`config.mk`:
```
export PLATFORM = sky130hd
export DESIGN_NAME = rtd_spi_regs
export DESIGN_NICKNAME = d
export VERILOG_FILES = /design/src/rtl/rtd_spi_regs.sv
export SDC_FILE = /design/constraint.sdc
export NUM_CORES = 1
export LEC_CHECK = 0
export BUFFER_PORTS_ARGS = -buffer_cell sky130_fd_sc_hd__buf_2
export CORE_ASPECT_RATIO = 0.5
export CORE_MARGIN = 10
export CORE_UTILIZATION = 59
export DETAILED_ROUTE_END_ITERATION = 16
export PLACE_DENSITY = 0.83
export SLEW_MARGIN = 20
export SYNTH_ARGS = -nofsm -noshare
export SYNTH_HDL_FRONTEND = slang
export SYNTH_SLANG_ARGS = --single-unit
```
`constraint.sdc`:
```
create_clock -name clk -period 3 [get_ports clk]
set_clock_uncertainty 0.1 [all_clocks]
set_input_delay 0.45 -clock clk [delete_from_list [all_inputs] [get_ports clk]]
set_output_delay 0.45 -clock clk [all_outputs]
set_load 0.02 [all_outputs]
```
`src/rtl/rtd_spi_regs.sv`:
```
module rtd_spi_regs #(
  parameter int CYC_PER_MS = 20
) (
  input  logic        clk,
  input  logic        rst_n,
  input  logic        sclk,
  input  logic        cs_n,
  input  logic        mosi,
  output logic        miso,
  input  logic [14:0] adc_value,
  input  logic [7:0]  fault_in
);
  localparam int CONV_50 = CYC_PER_MS * 125 / 2;
  localparam int CONV_60 = CYC_PER_MS * 52;
  localparam int CW      = $clog2(CONV_50 + 1);

  logic [2:0] sclk_r, cs_r, mosi_r;
  logic       idle_q;
  logic [2:0] bit_q;
  logic       first_q, wr_q;
  logic [2:0] addr_q;
  logic [6:0] rx_q;
  logic [7:0] tx_q;
  logic [7:0] cfg_q, fault_q;
  logic [15:0] res_q;
  logic [CW-1:0] cnt_q;

  wire       active    = !cs_r[1];
  wire       cs_fall   = cs_r[2] && !cs_r[1];
  wire       sclk_edge = sclk_r[1] ^ sclk_r[2];
  wire       lead      = active && sclk_edge && (sclk_r[2] == idle_q);
  wire       trail     = active && sclk_edge && (sclk_r[1] == idle_q);
  wire [7:0] byte_in   = {rx_q, mosi_r[1]};
  wire       byte_done = trail && (bit_q == 3'd7);
  wire       cfg_we    = byte_done && !first_q && wr_q && (addr_q == 3'd0);
  wire       rd_load   = byte_done && (first_q ? !byte_in[7] : !wr_q);
  wire [2:0] rd_addr   = first_q ? byte_in[2:0] : addr_q;
  wire       start     = cfg_we && byte_in[5] && byte_in[7];
  wire       clr       = cfg_we && byte_in[1];

  function automatic logic [7:0] rdata(input logic [2:0] a);
    case (a)
      3'd0:    rdata = cfg_q;
      3'd1:    rdata = res_q[15:8];
      3'd2:    rdata = res_q[7:0];
      3'd7:    rdata = fault_q;
      default: rdata = 8'h00;
    endcase
  endfunction

  always_ff @(posedge clk or negedge rst_n) begin
    if (!rst_n) begin
      sclk_r <= '0;
      cs_r   <= 3'b111;
      mosi_r <= '0;
      idle_q <= 1'b0;
    end else begin
      sclk_r <= {sclk_r[1:0], sclk};
      cs_r   <= {cs_r[1:0], cs_n};
      mosi_r <= {mosi_r[1:0], mosi};
      if (cs_fall) idle_q <= sclk_r[1];
    end
  end

  always_ff @(posedge clk or negedge rst_n) begin
    if (!rst_n) begin
      bit_q   <= '0;
      first_q <= 1'b1;
      wr_q    <= 1'b0;
      addr_q  <= '0;
      rx_q    <= '0;
      tx_q    <= '0;
      miso    <= 1'b0;
    end else if (!active) begin
      bit_q   <= '0;
      first_q <= 1'b1;
      tx_q    <= '0;
      miso    <= 1'b0;
    end else begin
      if (trail) begin
        rx_q  <= byte_in[6:0];
        bit_q <= bit_q + 3'd1;
      end
      if (byte_done) begin
        first_q <= 1'b0;
        if (first_q) wr_q <= byte_in[7];
        addr_q <= rd_addr + ((first_q && byte_in[7]) ? 3'd0 : 3'd1);
      end
      if (rd_load) tx_q <= rdata(rd_addr);
      else if (lead) begin
        miso <= tx_q[7];
        tx_q <= {tx_q[6:0], 1'b0};
      end
    end
  end

  always_ff @(posedge clk or negedge rst_n) begin
    if (!rst_n) begin
      cfg_q   <= '0;
      fault_q <= '0;
      res_q   <= '0;
      cnt_q   <= '0;
    end else begin
      if (cfg_we) cfg_q <= byte_in & 8'hDD;
      fault_q <= clr ? 8'h00 : (fault_q | fault_in);
      if (start) cnt_q <= byte_in[0] ? CW'(CONV_50) : CW'(CONV_60);
      else if (cnt_q != '0) cnt_q <= cnt_q - 1'b1;
      if (!start && cnt_q == CW'(1)) res_q <= {adc_value, |fault_q};
    end
  end
endmodule

```
==> impl_metrics.csv <==
group,metric,value,unit
yosys,synth_nets,356,
finish,area_growth,14.04,%
cts,insertion_delay,0.34,ns
die,die_area,9761,um2
setup_path,cp_max_fo,16,
place,dp_slack,0.3407,ns
global_route,antenna_found_initial,0,
cts,cts_hold_buf,0,
die,core,5682,um2
yosys,synth_top_family_by_area,"simple AND/OR/NAND/NOR gates",
setup_path,crit_type,"flip-flop to flip-flop",
cts,root_buffer,"clkbuf_16",
timing,rsz0062_at_grt,"no",
timing,finalCritPeriodShare,0.9098,
power,ir_drop,553.6,uV
cts,cts.sinks,74,
cts,numCtsBuffers,9,
place,place_congestion,0.8358,
global_route,grt-ovfl-total,0,
yosys,yosysSeqAreaShare,0.5194,
place,port_buffers,28,
yosys,synthMuxAreaShare,0.1288,
route,vias,2703,
die,io_pins,29,
yosys,ys_types,48,
finish,seqCellArea,1857,um2
cts,h-tree-depth,3,
global_route,grt_start_max_net_pins,39,
die,chipWidth,130.1,um
cts,post_cts_buffers,0,
route,route.detailed.drc,0,
run,maxCapViolCount,0,
route,viasPerCell,6.315,
timing,hold_viol,0,
status,status,"completed",
global_route,grt_pass1_vias,2813,
finish,final_nets,385,
timing,period_needed,2.729,ns
finish,stdcell_area,4076,um2
die,std_cell_rows,19,
timing,tightest_slew,0.8509,ns
route,routedWlPerCell,19.30,um
cts,cts_tree,"done",
setup_path,crit_arrival,2.85,ns
setup_path,start_kind,"flip-flop",
finish,drive_gt1_frac,0.2563,
yosys,synth-xor-area-share,0.02695,
power,total_power,2.503,mW
power,powerDensity,614.1,nW/um2
yosys,synth_edf_count,0,
power,p_leak,1.874,nW
yosys,synth-seq-cells,74,
setup_path,reg2reg_depth,7,
timing,drv_slew,0,
yosys,syn_inst,321,
yosys,synthArstFlopShare,1.000,
die,start_util,0.6292,
yosys,synth_area,3575,um2
timing,slew_headroom,0.4328,
route,firstDrtPassIters,6,
global_route,grt_pass1_wl,13770,um
place,postPlaceCellArea,3772,um2
route,ant_nets,0,
cts,cts_resized,0,
yosys,yosys_warnings,0,
cts,clk_pin_slew,0.06,ns
yosys,synth_compound_area_frac,0.1323,
cts,clockBufferDepth,2,
place,post-dp-hpwl,5538,um
worst_hold_path,hold_class,"primary input to asynchronous set/reset pin",
yosys,synthSimpleGateAreaFrac,0.1393,
global_route,grt_usage,0.1829,
finish,diodes,0,
timing,clock.fmax,366.4,MHz
die,die_h,75.04,um
finish,fillCellCount,351,
yosys,post_synth_fa_ha_maj_area_fraction,0.02450,
yosys,syn_area_per_cell,11.14,um2
timing,setup_ws,0.2706,ns
setup_path,required,3.12,ns
route,drt-initial-drc-count,280,
place,placed_cells,412,
route,routed_wl,8259,um
setup_path,cp-end-kind,"flip-flop",
yosys,synthFlopType,"dfrtp_1",
timing,finalSetupViolations,0,
timing,tns,0,ns
finish,multi_input_area,1615,um2
finish,final_cells,428,
sequential cells by signal, summed over array words and instances, names as in the netlist:
name / count
addr_q: 3
bit_q: 3
cfg_q: 6
cnt_q: 11
cs_r: 3
fault_q: 8
first_q: 1
idle_q: 1
miso: 1
mosi_r: 2
res_q: 16
rx_q: 7
sclk_r: 3
tx_q: 8
wr_q: 1
report_power, final:
group          total [mW]  internal [mW]  switching (mW)
Combinational       0.313          0.134           0.179
Clock                1.08          0.667           0.416
Sequential           1.11           1.05          0.0591
Total                2.50           1.85           0.654
worst paths after layout:
check	slack, ns	startpoint	to
max	0.27	bit_q[0]$_DFFE_PN0P_	res_q[0]$_DFFE_PN0P_
min	0.12	rst_n	res_q[2]$_DFFE_PN0P_
max reg2reg	0.27	bit_q[0]$_DFFE_PN0P_	res_q[0]$_DFFE_PN0P_
min reg2reg	0.25	sclk_r[0]$_DFF_PN0_	sclk_r[1]$_DFF_PN0_
max in group asynchronous	1.93	rst_n	first_q$_DFFE_PN1P_
min in group clk	0.12	cs_n	cs_r[0]$_DFF_PN1_
metal layers:
metal	GRT usage	up-vias	share of wire
met3	0.07638	21	0.073
li1	-	1219	-
met2	0.3091	115	0.49
met5	0	-	0
met4	0.07054	0	0.018
met1	0.2064	1348	0.42
critical path, stage by stage, from the launching register on:
cell	delay [ns]
dfrtp_1	0.40
ha_1	0.22
ha_1	0.22
inv_1	0.13
a211o_1	0.29
and3b_1	0.32
nor2_4	0.53
mux2_2	0.41
cells in the mapped netlist, drive strengths merged (3+ instances only):
master / n / area [um2]
buf: 4 / 35.03
a22oi: 12 / 90.09
nor4: 6 / 52.55
clkbuf: 9 / 33.78
nor3: 4 / 20.02
dfstp: 4 / 105.1
xor2: 4 / 35.03
nand4b: 3 / 26.28
nand2: 27 / 101.4
inv: 8 / 30.03
nor2: 35 / 138.9
a21o: 3 / 22.52
xnor2: 7 / 61.31
o21ai: 20 / 100.1
dfrtp: 70 / 1752
o22a: 3 / 26.28
a22o: 6 / 52.55
and2: 3 / 18.77
mux2: 34 / 420.4
ha: 7 / 87.58
nand4: 3 / 18.77
a21oi: 14 / 70.07
nand3: 5 / 25.02
mux2i: 4 / 40.04
final cells by class:
cell class | count | area share
inverter | 9 | 0.008287
timing repair buffer | 31 | 0.04297
sequential | 74 | 0.4555
tap | 73 | 0.02241
multi-input combinational | 225 | 0.3963
clock buffer | 10 | 0.05862
clock inverter | 6 | 0.01596
per-stage QoR:
step	hold slack [ns]	util
6_report	0.1161	0.7175
5_1_grt	0.1003	0.7175
4_1_cts	0.1104	0.7175
3_5_place_dp	0.2426	0.6640
3_3_place_gp	0.2330	0.6640
2_1_floorplan	0.05441	-
logic make-up (layout without fill, tap and decap cells):
group / count (synthesis) / count (layout)
and+or+nand+nor: 98 / 98
DFF: 74 / 74
AOI/OAI and AO/OA: 71 / 71
muxes: 38 / 38
buffers and inverters: 22 / 56
xor gates and xnor gates: 11 / 11
adders and majority gates: 7 / 7
cell usage in the layout, fill, tap and decap left out, drive strengths merged, types with 4 or more instances in the layout:
cell	instances
clkbuf	10
nand2	27
nor4	6
xnor2	7
a22oi	12
a22o	6
inv	9
nand3	5
mux2	34
ha	7
nor3	4
mux2i	4
dfstp	4
a21oi	14
nor2	35
buf	31
dfrtp	70
o21ai	20
xor2	4
clkinv	4
Power figures use the tool's default switching activity.
